`config.mk`:
```
export PLATFORM = sky130hd
export DESIGN_NAME = rxring_writer
export DESIGN_NICKNAME = d
export VERILOG_FILES = /design/src/rtl/rxring_pkg.sv /design/src/rtl/rxring_packer.sv /design/src/rtl/rxring_ptr.sv /design/src/rtl/rxring_miss_ctr.sv /design/src/rtl/rxring_writer.sv
export SDC_FILE = /design/constraint.sdc
export NUM_CORES = 1
export LEC_CHECK = 0
export BUFFER_PORTS_ARGS = -buffer_cell sky130_fd_sc_hd__buf_2
export CAP_MARGIN = 20
export CORE_AREA = 3 3 214 216
export DETAILED_ROUTE_END_ITERATION = 8
export DIE_AREA = 0 0 217 219
export MAX_ROUTING_LAYER = met4
export PLACE_DENSITY = 0.46
export SLEW_MARGIN = 20
export SYNTH_ARGS = -nofsm -noshare
export SYNTH_HDL_FRONTEND = slang
export SYNTH_SLANG_ARGS = --single-unit
export TNS_END_PERCENT = 100
```
`constraint.sdc`:
```
create_clock -name clk -period 6.8 [get_ports clk]
set_input_delay 1.7 -clock clk [delete_from_list [all_inputs] [get_ports clk]]
set_output_delay 1.7 -clock clk [all_outputs]
set_load 0.05 [all_outputs]
```
`src/rtl/rxring_pkg.sv`:
```
package rxring_pkg;
  localparam int LEN_W      = 13;
  localparam int DESC_BYTES = 16;
  localparam int BUFPTR_OFF = 8;

  localparam int B_OWN   = 31;
  localparam int B_EOR   = 30;
  localparam int B_FS    = 29;
  localparam int B_LS    = 28;
  localparam int B_LONG  = 22;
  localparam int B_SUM   = 21;
  localparam int B_RUNT  = 20;
  localparam int B_CRC   = 19;

  typedef enum logic [2:0] {
    S_IDLE, S_ST_REQ, S_ST_CAP, S_BUF_REQ, S_BUF_CAP, S_DATA, S_WB, S_DROP
  } wr_state_t;

  function automatic logic [31:0] wb_word(input logic eor, input logic too_long,
                                          input logic runt, input logic crc,
                                          input logic [LEN_W-1:0] len);
    logic [31:0] w;
    w = '0;
    w[LEN_W-1:0] = len;
    w[B_EOR]  = eor;
    w[B_FS]   = 1'b1;
    w[B_LS]   = 1'b1;
    w[B_LONG] = too_long;
    w[B_RUNT] = runt;
    w[B_CRC]  = crc;
    w[B_SUM]  = too_long | runt | crc;
    return w;
  endfunction
endpackage

```
`src/rtl/rxring_packer.sv`:
```
module rxring_packer
  import rxring_pkg::*;
#(
  parameter int CNT_W = LEN_W + 1
) (
  input  logic             clk,
  input  logic             rst,
  input  logic             start,
  input  logic             accept,
  input  logic [7:0]       in_byte,
  input  logic             last,
  input  logic [31:0]      buf_base,
  input  logic [LEN_W-1:0] buf_size,
  output logic             emit,
  output logic [31:0]      emit_addr,
  output logic [31:0]      emit_data,
  output logic [3:0]       emit_be,
  output logic [LEN_W-1:0] len_field,
  output logic             too_long
);
  localparam logic [CNT_W-1:0] CNT_MAX = {CNT_W{1'b1}};

  logic [CNT_W-1:0] cnt_q;
  logic [31:0]      word_q;
  logic [1:0]       lane;
  logic             store;
  logic [CNT_W-1:0] size_ext;

  assign size_ext = {{(CNT_W-LEN_W){1'b0}}, buf_size};
  assign lane     = cnt_q[1:0];
  assign store    = cnt_q < size_ext;

  always_comb begin
    emit_data = word_q;
    emit_data[{lane, 3'b000} +: 8] = in_byte;
  end

  always_comb begin
    case (lane)
      2'd0:    emit_be = 4'b0001;
      2'd1:    emit_be = 4'b0011;
      2'd2:    emit_be = 4'b0111;
      default: emit_be = 4'b1111;
    endcase
  end

  assign emit      = accept && store && (lane == 2'd3 || last || cnt_q == size_ext - 1'b1);
  assign emit_addr = buf_base + 32'({cnt_q[CNT_W-1:2], 2'b00});
  assign too_long  = cnt_q > size_ext;
  assign len_field = too_long ? buf_size : cnt_q[LEN_W-1:0];

  always_ff @(posedge clk) begin
    if (rst || start) begin
      cnt_q  <= '0;
      word_q <= '0;
    end else if (accept) begin
      if (cnt_q != CNT_MAX) cnt_q <= cnt_q + 1'b1;
      if (store) word_q <= emit_data;
    end
  end
endmodule

```
`src/rtl/rxring_ptr.sv`:
```
module rxring_ptr
  import rxring_pkg::*;
(
  input  logic        clk,
  input  logic        rst,
  input  logic        base_we,
  input  logic [23:0] ring_base_hi,
  input  logic        advance,
  input  logic        wrap,
  output logic [31:0] cur_desc
);
  logic [31:0] base_q;

  always_ff @(posedge clk) begin
    if (rst) begin
      base_q   <= '0;
      cur_desc <= '0;
    end else if (base_we) begin
      base_q   <= {ring_base_hi, 8'h00};
      cur_desc <= {ring_base_hi, 8'h00};
    end else if (advance) begin
      cur_desc <= wrap ? base_q : cur_desc + 32'(DESC_BYTES);
    end
  end

  a_r6_wrap_to_base: assert property (@(posedge clk) disable iff (rst)
    (advance && wrap) |=> (cur_desc == base_q));
  a_r7_base_load: assert property (@(posedge clk) disable iff (rst)
    base_we |=> (cur_desc == {$past(ring_base_hi), 8'h00}));
endmodule

```
`src/rtl/rxring_miss_ctr.sv`:
```
module rxring_miss_ctr #(
  parameter int MISS_W = 16
) (
  input  logic              clk,
  input  logic              rst,
  input  logic              inc,
  input  logic              clr,
  output logic [MISS_W-1:0] count
);
  localparam logic [MISS_W-1:0] TOP = {MISS_W{1'b1}};

  always_ff @(posedge clk) begin
    if (rst || clr)                count <= '0;
    else if (inc && count != TOP)  count <= count + 1'b1;
  end

  a_r9_saturate: assert property (@(posedge clk) disable iff (rst)
    (count == TOP && !clr) |=> (count == TOP));
  a_r9_clear: assert property (@(posedge clk) disable iff (rst)
    clr |=> (count == '0));
endmodule

```
`src/rtl/rxring_writer.sv`:
```
module rxring_writer
  import rxring_pkg::*;
#(
  parameter int MISS_W = 16
) (
  input  logic              clk,
  input  logic              rst,
  input  logic              base_we,
  input  logic [23:0]       ring_base_hi,
  input  logic              in_valid,
  input  logic [7:0]        in_data,
  input  logic              in_last,
  input  logic              in_crc_err,
  input  logic              in_runt,
  output logic              in_ready,
  output logic              mem_req,
  output logic              mem_we,
  output logic [31:0]       mem_addr,
  output logic [3:0]        mem_be,
  output logic [31:0]       mem_wdata,
  input  logic [31:0]       mem_rdata,
  input  logic              missed_clr,
  output logic [MISS_W-1:0] missed_count,
  output logic [1:0]        rx_event
);
  wr_state_t        state;
  logic             eor_q, crc_q, runt_q;
  logic [LEN_W-1:0] size_q;
  logic [31:0]      buf_q;
  logic [31:0]      cur_desc;
  logic             pk_start, pk_accept, pk_emit, pk_long;
  logic [31:0]      pk_addr, pk_data;
  logic [3:0]       pk_be;
  logic [LEN_W-1:0] pk_len;
  logic             miss_inc;
  logic [31:0]      status_w;

  assign in_ready  = (state == S_DATA) || (state == S_DROP);
  assign pk_start  = (state == S_BUF_CAP);
  assign pk_accept = (state == S_DATA) && in_valid;
  assign miss_inc  = (state == S_ST_CAP) && !mem_rdata[B_OWN];
  assign status_w  = wb_word(eor_q, pk_long, runt_q, crc_q, pk_len);

  rxring_packer u_pack (
    .clk(clk), .rst(rst), .start(pk_start), .accept(pk_accept),
    .in_byte(in_data), .last(in_last), .buf_base(buf_q), .buf_size(size_q),
    .emit(pk_emit), .emit_addr(pk_addr), .emit_data(pk_data), .emit_be(pk_be),
    .len_field(pk_len), .too_long(pk_long)
  );

  rxring_ptr u_ptr (
    .clk(clk), .rst(rst), .base_we(base_we), .ring_base_hi(ring_base_hi),
    .advance(state == S_WB), .wrap(eor_q), .cur_desc(cur_desc)
  );

  rxring_miss_ctr #(.MISS_W(MISS_W)) u_miss (
    .clk(clk), .rst(rst), .inc(miss_inc), .clr(missed_clr), .count(missed_count)
  );

  always_ff @(posedge clk) begin
    if (rst) begin
      state     <= S_IDLE;
      mem_req   <= 1'b0;
      mem_we    <= 1'b0;
      mem_addr  <= '0;
      mem_be    <= '0;
      mem_wdata <= '0;
      rx_event  <= '0;
      eor_q     <= 1'b0;
      crc_q     <= 1'b0;
      runt_q    <= 1'b0;
      size_q    <= '0;
      buf_q     <= '0;
    end else begin
      mem_req  <= 1'b0;
      mem_we   <= 1'b0;
      rx_event <= '0;
      case (state)
        S_IDLE: if (in_valid) begin
          mem_req  <= 1'b1;
          mem_addr <= cur_desc;
          mem_be   <= 4'hF;
          state    <= S_ST_REQ;
        end
        S_ST_REQ: state <= S_ST_CAP;
        S_ST_CAP: begin
          if (mem_rdata[B_OWN]) begin
            eor_q    <= mem_rdata[B_EOR];
            size_q   <= mem_rdata[LEN_W-1:0];
            mem_req  <= 1'b1;
            mem_addr <= cur_desc + 32'(BUFPTR_OFF);
            mem_be   <= 4'hF;
            state    <= S_BUF_REQ;
          end else begin
            state <= S_DROP;
          end
        end
        S_BUF_REQ: state <= S_BUF_CAP;
        S_BUF_CAP: begin
          buf_q <= mem_rdata;
          state <= S_DATA;
        end
        S_DATA: begin
          if (pk_emit) begin
            mem_req   <= 1'b1;
            mem_we    <= 1'b1;
            mem_addr  <= pk_addr;
            mem_be    <= pk_be;
            mem_wdata <= pk_data;
          end
          if (in_valid && in_last) begin
            crc_q  <= in_crc_err;
            runt_q <= in_runt;
            state  <= S_WB;
          end
        end
        S_WB: begin
          mem_req   <= 1'b1;
          mem_we    <= 1'b1;
          mem_addr  <= cur_desc;
          mem_be    <= 4'hF;
          mem_wdata <= status_w;
          rx_event  <= status_w[B_SUM] ? 2'b10 : 2'b01;
          state     <= S_IDLE;
        end
        S_DROP: if (in_valid && in_last) state <= S_IDLE;
        default: state <= S_IDLE;
      endcase
    end
  end

  a_r10_event_onehot: assert property (@(posedge clk) disable iff (rst)
    $onehot0(rx_event));
  a_r8_quiet_drop: assert property (@(posedge clk) disable iff (rst)
    (state == S_DROP) |-> !mem_req);
endmodule

```
=== After elaboration in Yosys (flattened, before gate mapping) ===
Index checks and enable logic that the tools add are counted.

* Add/sub/neg operators: 7
* Magnitude comparators: 2
* Equal/unequal tests: 18
* Shifts and indexed selects: 2
* Mux-type cells: 27
* Bitwise gates (word level): 3
* Reductions and logical operators: 26

{| class="wikitable"
|+ Operators with widths
! operator !! number
|-
| 32-bit 2-to-1 mux || 7
|-
| 32-bit one-hot mux with 4 select lines || 1
|-
| 32-bit one-hot mux with 2 select lines || 1
|-
| 32-bit by 14-bit adder with 32-bit output || 1
|-
| 32-bit by 4-bit adder with 32-bit output (second input constant) || 1
|-
| 32-bit by 5-bit adder with 32-bit output (second input constant) || 1
|-
| 32-bit bitwise mux || 1
|-
| 8-bit by 7-bit variable shift with 32-bit output (first input constant) || 1
|-
| 8-bit by 7-bit indexed part select with 32-bit output || 1
|-
| 3-bit one-hot mux with 8 select lines || 1
|-
| 16-bit by 1-bit adder with 16-bit output (second input constant) || 1
|-
| 16-bit != test (second input constant) || 1
|-
| 4-bit one-hot mux with 4 select lines || 1
|-
| 14-bit by 1-bit adder with 14-bit output (second input constant) || 1
|-
| 14-bit equality test || 1
|-
| 14-bit by 13-bit greater-than comparator with 1-bit output || 1
|-
| 14-bit by 13-bit less-than comparator with 1-bit output || 1
|-
| 14-bit != test (second input constant) || 1
|-
| 13-bit by 1-bit subtractor with 14-bit output (second input constant) || 1
|-
| 13-bit 2-to-1 mux || 1
|-
| 3-bit equality test (second input constant) || 4
|-
| 3-bit 2-to-1 mux || 4
|-
| 4-bit 2-to-1 mux || 3
|-
| 4-bit one-hot mux with 3 select lines || 1
|-
| other kinds (24) || 47
|}

* Bits in registers: 241
* Input bits: 72
* Word-level logic and storage cells: 103

=== Logic depth before layout (Yosys ltp) ===
Gate-level depths: netlist (run 1).

* Depth after elaboration: 6
* Depth in mapped cells: 13
* Gate-level depth less buffers: 9

=== Hierarchy ===
Synthesis (run 1) repeated with hierarchy kept, for this count alone.

* Cell total of the unflattened synthesis: 1702
* Area, all modules: 13559.3 µm²

{| class="wikitable"
|+ By module, submodules not included
! module !! times used !! cells each !! area each (µm²) !! sequential area each (µm²)
|-
| rxring_writer || 1 || 704 || 5576.6 || 2462.4
|-
| rxring_packer || 1 || 541 || 4172.8 || 920.9
|-
| rxring_ptr || 1 || 362 || 2962.8 || 1121.1
|-
| rxring_miss_ctr || 1 || 95 || 847.1 || 320.3
|}

=== Least setup slack after synthesis (run 1) ===
OpenSTA, ideal clock, no wires.

* Kind: input-to-reg
* From: in in_valid
* To: reg mem_wdata[10]
* Library setup time: 119 ps
* Arrival: 3231 ps
* Required time: 6681 ps
* Slack: 3450 ps
* Stages: 9
* Cell sequence: nand2_1 -> nor4_1 -> and2_1 -> clkbuf_1 -> and4_1 -> buf_4 -> nor2_2 -> buf_6 -> o221a_2

* Word-level cells in the longest chain between the ends: 5

{| class="wikitable"
|+ Ends and longest elaborated chain
! what !! line !! text
|-
| start, declared || rxring_writer.sv:10 || <nowiki>input logic in_valid,</nowiki>
|-
| 1-bit logical AND || rxring_writer.sv:40 || <nowiki>assign pk_accept = (state == S_DATA) && in_valid;</nowiki>
|-
| 1-bit logical AND (2 in series) || rxring_packer.sv:47 || <nowiki>assign emit = accept && store && (lane == 2'd3 || last || cnt_q == size_ext - 1'b1);</nowiki>
|-
| 2-bit != test (no source line) || -- ||
|-
| 2-bit AND reduction (no source line) || -- ||
|-
| end signal, assigned || rxring_writer.sv:109 || <nowiki>mem_wdata <= pk_data;</nowiki>
|-
| end signal, assigned || rxring_writer.sv:122 || <nowiki>mem_wdata <= status_w;</nowiki>
|-
| end, declared || rxring_writer.sv:20 || <nowiki>output logic [31:0] mem_wdata,</nowiki>
|}

Every way passes these cells.
A chain may end at the register's enable or synchronous reset.

=== Worst setup path after layout (run 1) ===
* From: in in_valid
* To: reg mem_wdata[12]

Same word-level chain as after synthesis.

==> flow_summary.ini, run 1 <==
[critical_path]
worstSetupStartpointType = input port
cp.required_ns = 7.25
critPathTopFamily = simple AND/OR/NAND/NOR gates
r2r_end = mem_wdata[12]
crit_path_cell_trace = buf_2, nand2_1, nor4_1, and2_1, buf_4, and4_2, nor2_2, o221a_2
worstPathArrival_ns = 4.79
reg2reg_from = size_q[4]
critPathMaxFanout = 52
crit_path_end_kind = flip-flop
max_stage_delay_ns = 1.06
worst_path_max_delay_cell = and4_2
path_class = input port to flip-flop
r2r_cells = 10
r2r_slack_ns = 2.50
crit_buf_inv = 2

[die]
fp.coreArea_sq_mm = 0.0441
die_h_um = 219
rows = 77
start_util_pct = 29.8
io_pins = 161
die_width_um = 217
die_area_sq_mm = 0.0475

[route]
drtAntennaViolNets = 0
vias = 12600
routed_wirelength_um = 45700
viasPerCell = 5.24
drc = 0
drtPass1Iterations = 5
wl_per_cell_um = 19.0
drtIter0Drc = 812

[power_and_ir_drop]
p_switching_mw = 1.39
clkPwrFrac_pct = 40.4
p_int_mw = 2.78
p_sw_share_pct = 33.4
comb_power_share_pct = 20.4
powerDensity_mw_per_mm2 = 271
ir_drop_v = 0.000196
seqPwrFrac_pct = 39.2
leakagePower_nw = 5.76

[global_routing]
grt_pass1_wl_um = 70800
first_global_vias = 12100
track_usage_pct = 19.2
grt-ovfl-total = 0
grt_max_degree = 70
antenna_found_initial = 2

[hold_path]
hold_class = flip-flop to flip-flop
hp-start = u_ptr.base_q[31]
worstHoldPathCells = 2
hold_path_end = u_ptr.base_q[31]

[timing]
worst_slack_ns = 2.46
slew_viol_final = 0
hold_viol_final = 0
period_minus_slack_ns = 4.34
rsz0062_at_grt = false
fin_worst_skew_ns = 0.0257
setup_viol = 0
tns_ns = 0
tightest_slew_ns = 1.09
max_clock_freq_ghz = 0.230
finalCritPeriodShare_pct = 63.8
slew_headroom_pct = 27.4

[clock_network]
cts_tree = yes
cts_inserted_buffers = 30
cts_num_sinks = 241
clk_pin_slew_ns = 0.06
cts_resized = 0
postCtsHoldBufs = 0
clock_path_buffers = 3
clock-root-buffer = clkbuf_16
clk_latency_ns = 0.58
post_cts_buffers = 0
cts.htree.levels = 1

[synthesis]
ys_ff_latch = 241
synth_nets = 1813
yosysSeqAreaShare_pct = 36.7
yosys_warnings = 0
avgSynthCellArea_sq_um = 7.72
yosysTopAreaCellShare_pct = 36.7
synthTopCellsByArea = dfxtp_1 (37%), nand2_1 (7.1%), a21oi_1 (6.4%), nor2_1 (4.2%), o21ai_0 (3.5%)
synthMostInstantiatedCell = nand2_1
synth_edf_count = 0
syn-cell-area_sq_mm = 0.0132
yosysTopAreaCell = dfxtp_1
yosysUniqueCellTypes = 75
synthCells = 1704
async_flop_share_pct = 0
ys_top_cells_by_count = nand2_1 (248), dfxtp_1 (241), a21oi_1 (169)
synth_flop_cell = dfxtp_1

[run_status]
status = complete, no violations

[finish]
fin_nets = 1893
fill_cells = 4775
multiInputGateArea_sq_mm = 0.00765
final_core_util_pct = 34.8
area_growth_pct = 16.7
ff_latch_area_sq_mm = 0.00482
fin_area_sq_mm = 0.0154
layout-drive-gt1-share_pct = 15.1

[place]
pre_cts_ws_ns = 1.95
dpl.hpwl_um = 32500
dpl-instance-area_sq_mm = 0.0143
placement.io_buffers = 160
gp_congestion = 0.850

[run]
cap_violations = 0
-- routing by layer --
layer  track usage, %  wire, um  share of wire (%)
met1             25.2     21300                 47
met4             3.78       889                1.9
met5                -         0                  0
met2             32.3     22000                 48
met3             2.23      1480                3.2
-- cells by family (layout without fill, tap and decap cells) --
kind of cell,Yosys count,after routing,share of synthesized area (%)
compound gates,469,469,23.2
mux,35,35,2.71
flops,241,241,36.7
other cells,0,2,0
buf+inv,175,279,5.45
fa+ha+maj,37,37,3.58
simple gates,694,694,24.8
xor+xnor,53,53,3.53
-- power by group through the flow --
stage / logic, mW / clock network [mW] / registers [mW]
after floorplan: 0.462 / 0 / 1.78
after global placement: 0.837 / 0 / 1.66
after detailed placement: 0.852 / 0 / 1.66
after CTS: 0.853 / 1.73 / 1.63
after global routing: 0.923 / 1.78 / 1.64
final: 0.848 / 1.68 / 1.63
-- worst max path at each step --
stage / startpoint / endpoint / slack, ns / cells past startpoint
2_1_floorplan: in_valid / mem_wdata[10] / 3.45 / 9
3_3_place_gp: in_valid / mem_wdata[12] / 1.97 / 8
3_5_place_dp: in_valid / mem_wdata[8] / 1.95 / 8
4_1_cts: size_q[4] / mem_wdata[12] / 2.53 / 10
5_1_grt: size_q[11] / mem_wdata[12] / 2.17 / 10
6_report: in_valid / mem_wdata[12] / 2.46 / 8
-- flip-flops by register name (all words and copies together), names as in the netlist --
register        count
u_pack.cnt_q       14
rx_event            2
crc_q               1
mem_wdata          32
runt_q              1
u_miss.count       16
size_q             13
mem_we              1
mem_req             1
state               3
buf_q              32
u_ptr.base_q       24
mem_be              4
eor_q               1
mem_addr           32
u_ptr.cur_desc     32
u_pack.word_q      32
-- worst register-to-register path, stage by stage (launching register included) --
cell and delay [ns]:
dfxtp_1 0.49, inv_1 0.13, ha_1 0.35, a21oi_1 0.13, a21boi_0 0.10, o31ai_1 0.64, and2_1 0.23, buf_4 0.38
and4_2 1.08, nor2_2 0.32, o221a_2 0.33
-- metrics by stage --
step | total power [mW] | instances | hold WS, ns
after floorplan | 2.24 | 1704 | 0.429
final | 4.16 | 2402 | 0.458
after global placement | 2.50 | 2344 | 0.446
after global routing | 4.34 | 2402 | 0.479
after detailed placement | 2.51 | 2344 | 0.450
after CTS | 4.21 | 2400 | 0.460
-- cell type report --
| class | count | share of cell area, % |
|---|---|---|
| clock buffer | 42 | 5.51 |
| antenna | 2 | 0.0326 |
| timing repair buffer | 178 | 6.11 |
| multi-input combinational | 1288 | 49.8 |
| inverter | 45 | 1.10 |
| clock inverter | 14 | 1.24 |
| tap | 592 | 4.82 |
| sequential | 241 | 31.4 |
-- cells in the final DEF (no fill, tap or decap), drive strengths merged, types with 6 or more instances in the layout --
| master | count |
|---|---|
| clkinv | 8 |
| o21a | 7 |
| o21ai | 92 |
| nor2b | 22 |
| o22ai | 7 |
| nand2 | 250 |
| o311a | 6 |
| clkbuf | 42 |
| dfxtp | 241 |
| nand3 | 61 |
| a211oi | 41 |
| and2 | 17 |
| a22oi | 21 |
| nand4 | 23 |
| mux2i | 30 |
| buf | 178 |
| and3 | 19 |
| or3 | 20 |
| nor4 | 15 |
| nor3 | 63 |
| ha | 36 |
| inv | 45 |
| nand2b | 15 |
| o221ai | 11 |
| xnor2 | 33 |
| nor2 | 149 |
| o31ai | 23 |
| a21oi | 169 |
| a311oi | 18 |
| xor2 | 20 |
| o221a | 13 |
| or4 | 14 |
| and4 | 6 |
| a31oi | 9 |
(Power assumes the default switching activity.)
==> inputs of run 2 (changes only) <==
- PLACE_DENSITY: 0.46 -> 0.48
- clock period: 6.8 -> 3.73 ns (I/O delays scaled with it)
==> run 2 against run 1 <==
  * Final cell count grew 0.75%
  * Non-clock buffer count up 23
  * Critical path type is now flip-flop to flip-flop
  * Worst setup slack worse by 2.1 ns
==> flow_summary.ini, run 2 (synthesis results as in run 1) <==
[timing]
rsz0062_at_grt = false
slew_headroom_pct = 38.6
setup_viol = 0
slew_viol_final = 0
finalCritPeriodShare_pct = 90.3
tightest_slew_ns = 0.921
hold_viol_final = 0
fin_worst_skew_ns = 0.0219
tns_ns = 0
period_minus_slack_ns = 3.37
max_clock_freq_ghz = 0.297

[clock_network]
cts_tree = yes
clock_path_buffers = 3
cts_resized = 0
cts.htree.levels = 1
clk_latency_ns = 0.58
clock-root-buffer = clkbuf_16
cts_inserted_buffers = 28
postCtsHoldBufs = 0
cts_num_sinks = 241
clk_pin_slew_ns = 0.06
post_cts_buffers = 0

[critical_path]
critPathTopFamily = simple AND/OR/NAND/NOR gates
worstSetupStartpointType = flip-flop
max_stage_delay_ns = 0.50
r2r_slack_ns = 0.36
r2r_end = mem_wdata[0]
worst_path_max_delay_cell = or4_1
cp-startpoint = size_q[4]
crit_path_end_kind = flip-flop
cp.required_ns = 4.18
reg2reg_from = size_q[4]
r2r_cells = 8
crit_buf_inv = 1
path_class = flip-flop to flip-flop
cp.depth = 8
worstPathArrival_ns = 3.82
crit_end = mem_wdata[0]
critPathMaxFanout = 52
crit_path_cell_trace = or3_1, or4_1, a2111o_1, a311oi_2, and4_2, buf_12, nor2_2, o221a_2

[route]
vias = 12800
wl_per_cell_um = 18.9
routed_wirelength_um = 45600
drtPass1Iterations = 5
drtAntennaViolNets = 0
drc = 0
viasPerCell = 5.28
drtIter0Drc = 804

[power_and_ir_drop]
ir_drop_v = 0.000337
leakagePower_nw = 5.88
powerDensity_mw_per_mm2 = 487
power_mw = 7.57

[die]
rows = 77
fp.coreArea_sq_mm = 0.0441
die_area_sq_mm = 0.0475
die_h_um = 219
die_width_um = 217
io_pins = 161
start_util_pct = 29.8

[global_routing]
grt_max_degree = 117
grt_pass1_wl_um = 71000
antenna_found_initial = 1
grt-ovfl-total = 0
track_usage_pct = 19.2
first_global_vias = 12000

[finish]
fill_cells = 4784
area_growth_pct = 18.2
ff_latch_area_sq_mm = 0.00482
layout_common_cells = nand2_1 (248), dfxtp_1 (241), a21oi_1 (168)
multiInputGateArea_sq_mm = 0.00763
layout-drive-gt1-share_pct = 16.0
fin_area_sq_mm = 0.0155
layout_commonest_cell = nand2_1
fin_nets = 1914
final_core_util_pct = 35.2
finalNonFillerCells = 2420

[place]
placed_cells = 2367
gp_congestion = 0.856
dpl.hpwl_um = 32600
placement.io_buffers = 160
dpl-instance-area_sq_mm = 0.0145

[hold_path]
hold_class = flip-flop to flip-flop

[run_status]
status = complete, no violations

[run]
cap_violations = 0
-- run 2: cell types whose count changed in the layout (fill, tap and decap cells not counted), moves of 2 or more --
cell	previous run	this run
clkbuf_8	5	10
clkbuf_16	30	28
clkbuf_1	7	4
buf_12	0	4
buf_4	19	38
clkinv_2	6	3
-- run 2: per-stage QoR --
| stage | hold slack (ns) | setup WS (ns) |
|---|---|---|
| floorplan | 0.429 | 0.807 |
| global placement | 0.444 | 0.452 |
| detailed placement | 0.445 | 0.403 |
| CTS | 0.459 | 0.401 |
| global route | 0.475 | 0.221 |
| finish | 0.457 | 0.360 |
-- run 2: worst min-delay path by stage --
stage / start / end / slack [ns] / cells past startpoint
2_1_floorplan: u_ptr.cur_desc[2] / u_ptr.cur_desc[2] / 0.43 / 1
3_5_place_dp: u_ptr.cur_desc[2] / u_ptr.cur_desc[2] / 0.44 / 1
5_1_grt: u_ptr.cur_desc[2] / u_ptr.cur_desc[2] / 0.48 / 1
6_report: u_ptr.base_q[31] / u_ptr.base_q[31] / 0.46 / 2
4_1_cts: u_ptr.base_q[31] / u_ptr.base_q[31] / 0.46 / 2
3_3_place_gp: u_ptr.cur_desc[2] / u_ptr.cur_desc[2] / 0.44 / 1
-- run 2: power breakdown --
group,internal [mW],switching (mW)
logic,0.484,1.12
clock network,1.85,1.16
registers,2.75,0.197
total,5.09,2.48
-- run 2: layout make-up --
cell class                 instances  share of cell area [%]
tap                              592                    4.76
antenna                            1                  0.0161
clock buffer                      42                    5.49
clock inverter                    10                    1.07
inverter                          45                    1.09
sequential                       241                    31.0
timing repair buffer             201                    7.47
multi-input combinational       1288                    49.1
-- run 2: worst register-to-register path, delay by kind of cell (launching register included) --
family / cells / cell delay [ns]
AND/OR/NAND/NOR: 4 / 1.49
buffers and inverters: 1 / 0.26
flip-flops: 1 / 0.37
AO/OA/AOI/OAI: 3 / 1.13
-- run 2: metal layers --
metal,vias to the layer above,GRT usage (%),wire (um)
li1,6318,-,-
met1,6073,25.3,20700
met2,345,32.0,21800
met3,47,2.20,2230
met4,0,3.81,850
met5,-,-,0
==> inputs of run 3 (changes only) <==
- CORE_AREA: 3 3 214 216 -> 3 3 217 219
- DIE_AREA: 0 0 217 219 -> 0 0 220 222
- SYNTH_HIERARCHICAL: default -> 1
==> run 3 against run 2 <==
  * Synthesized cell count down 0.12%
  * Count of clock-buffer cells in the layout unchanged
  * Final cell count up 2.1%
  * Register-to-register slack worse by 0.15 ns
  * Non-clock buffer count grew 14
  * Fmax shrank 4.4%
  * Total power down 3.2%
  * Core utilization increased by 0.53 points
  * Hold slack got worse by 0.0096 ns
  * Combinational power shrank 19%
  * Synthesized area increased by 3.0%
  * Clock power grew 4%
  * Critical path type unchanged
  * Largest power group unchanged
  * Highest routed layer unchanged
==> flow_summary.ini, run 3 <==
[clock_network]
cts_tree = yes
postCtsHoldBufs = 0
clock-root-buffer = clkbuf_16
cts_inserted_buffers = 31
clk_pin_slew_ns = 0.06
cts_num_sinks = 241
clock_path_buffers = 3
cts.htree.levels = 1
clk_latency_ns = 0.59

[finish]
layout-drive-gt1-share_pct = 17.3
area_growth_pct = 19.5
layout_commonest_cell = nand2_1
layout_common_cells = nand2_1 (253), dfxtp_1 (241), nor2_1 (174)
fill_cells = 4854
fin_nets = 1956

[critical_path]
critPathMaxFanout = 39
reg2reg_from = size_q[1]
cp.required_ns = 4.22
cp-startpoint = size_q[1]
path_class = flip-flop to flip-flop
r2r_slack_ns = 0.21
r2r_end = mem_addr[25]
worstSetupStartpointType = flip-flop
r2r_cells = 14
crit_end = mem_addr[25]
worstPathArrival_ns = 4.02
crit_path_end_kind = flip-flop

[synthesis]
yosysTopAreaCell = dfxtp_1
synth_edf_count = 0
yosysSeqAreaShare_pct = 35.6
synth_nets = 1811
synthMostInstantiatedCell = nand2_1
synthCells = 1702
async_flop_share_pct = 0
yosys_warnings = 6
avgSynthCellArea_sq_um = 7.97
yosysTopAreaCellShare_pct = 35.6
synthTopCellsByArea = dfxtp_1 (36%), nand2_1 (7.0%), nor2_1 (4.9%), a21oi_1 (4.5%), ha_1 (3.3%)
yosysUniqueCellTypes = 94
synth_flop_cell = dfxtp_1
ys_ff_latch = 241
ys_top_cells_by_count = nand2_1 (253), dfxtp_1 (241), nor2_1 (177)
syn-cell-area_sq_mm = 0.0136

[timing]
slew_headroom_pct = 28.6
finalCritPeriodShare_pct = 94.5
max_clock_freq_ghz = 0.284
hold_viol_final = 0
tightest_slew_ns = 1.07
setup_viol = 0
slew_viol_final = 0
fin_worst_skew_ns = 0.0265
period_minus_slack_ns = 3.52
rsz0062_at_grt = false
tns_ns = 0

[route]
wl_per_cell_um = 18.9
drtAntennaViolNets = 0
drtIter0Drc = 870
vias = 13100
routed_wirelength_um = 46800
viasPerCell = 5.29
drtPass1Iterations = 5
drc = 0

[die]
fp.coreArea_sq_mm = 0.0453
start_util_pct = 29.9
die_area_sq_mm = 0.0488
io_pins = 161
die_width_um = 220
die_h_um = 222
rows = 78

[place]
placement.io_buffers = 160
gp_congestion = 0.857
dpl.hpwl_um = 33800

[power_and_ir_drop]
powerDensity_mw_per_mm2 = 452
ir_drop_v = 0.000300
leakagePower_nw = 6.39
power_mw = 7.32

[global_routing]
track_usage_pct = 19.0
grt_pass1_wl_um = 72200
grt_max_degree = 95
grt-ovfl-total = 0
antenna_found_initial = 5
first_global_vias = 12400

[run_status]
status = complete, no violations

[hold_path]
hp-start = u_ptr/base_q[31]
hold_class = flip-flop to flip-flop

[run]
cap_violations = 0
run 3: changes by cell type after synthesis, sizes merged, moves of 14 or more:
cell	before	now
nor2	149	177
clkbuf	104	60
nor3	63	40
inv	44	58
xnor2	33	47
o21ai	92	73
nor2b	22	5
a22o	3	20
a22oi	21	2
buf	26	43
a21oi	169	123
o31ai	23	5
run 3: how the worst min path moves through the flow:
stage	depth (start not counted)	slack, ns	to
finish	2	0.45	u_ptr/base_q[31]
global route	2	0.48	u_pack/word_q[20]
CTS	2	0.45	u_ptr/base_q[31]
detailed placement	2	0.44	u_pack/word_q[27]
global placement	2	0.44	u_pack/word_q[21]
floorplan	1	0.43	u_ptr/cur_desc[0]
run 3: power by group:
part	total [mW]	internal, mW	switching, mW
registers	2.87	2.71	0.157
clock network	3.14	1.93	1.21
logic	1.31	0.423	0.890
run 3: final cells by class:
| cell class | instances | area, sq um | area share, % |
|---|---|---|---|
| inverters | 59 | 221 | 1.37 |
| clock inverters | 12 | 178 | 1.10 |
| clock buffers | 42 | 887 | 5.48 |
| flip-flops and latches | 241 | 4820 | 29.8 |
| diodes | 4 | 10.0 | 0.0618 |
| multi-input cells | 1299 | 8080 | 49.9 |
| well taps | 600 | 751 | 4.63 |
| repair buffers | 215 | 1240 | 7.66 |
run 3: routing by layer:
| metal | vias up | wire length, um | global-route usage (%) |
|---|---|---|---|
| li1 | 6442 | - | - |
| met1 | 6232 | 22600 | 26.8 |
| met2 | 354 | 20400 | 28.2 |
| met3 | 52 | 2940 | 3.30 |
| met4 | 0 | 875 | 4.47 |
| met5 | - | 0 | - |
run 3: cell families (layout without fill, tap and decap cells):
| group | Yosys count | in the layout | share of synthesized area [%] |
|---|---|---|---|
| simple gates | 711 | 711 | 26.4 |
| buf+inv | 162 | 328 | 4.86 |
| other cells | 1 | 5 | 0.0277 |
| xor+xnor | 76 | 76 | 4.91 |
| flops | 241 | 241 | 35.6 |
| compound gates | 427 | 427 | 21.2 |
| mux | 47 | 47 | 3.56 |
| fa+ha+maj | 37 | 37 | 3.47 |
run 3: worst max-delay path: stages (launching register included):
cell and delay, ns:
dfxtp_1 0.34, inv_1 0.11, ha_1 0.22, or3b_2 0.48, nor3_1 0.27, mux2i_1 0.23
a21oi_1 0.06, nor4_1 0.30, a21o_1 0.22, nand4b_1 0.14, buf_4 0.26, nand4_1 0.23
buf_12 0.24, nor2_1 0.06, a311oi_1 0.25
run 3: per-stage QoR:
stage,instance area (sq um),utilization [%],hold slack [ns],std cells,setup slack [ns]
finish,16200,35.8,0.448,2472,0.207
global route,16200,35.8,0.481,2472,0.0178
CTS,16200,35.7,0.452,2466,0.167
detailed placement,15100,33.3,0.443,2412,0.177
global placement,15100,33.3,0.440,2412,0.200
floorplan,13600,-,0.430,1702,0.489
run 3: timing repair:
action	in CTS	in global routing
setup endpoints to repair	0	16
buffers inserted	0	2
gates resized for setup	0	3
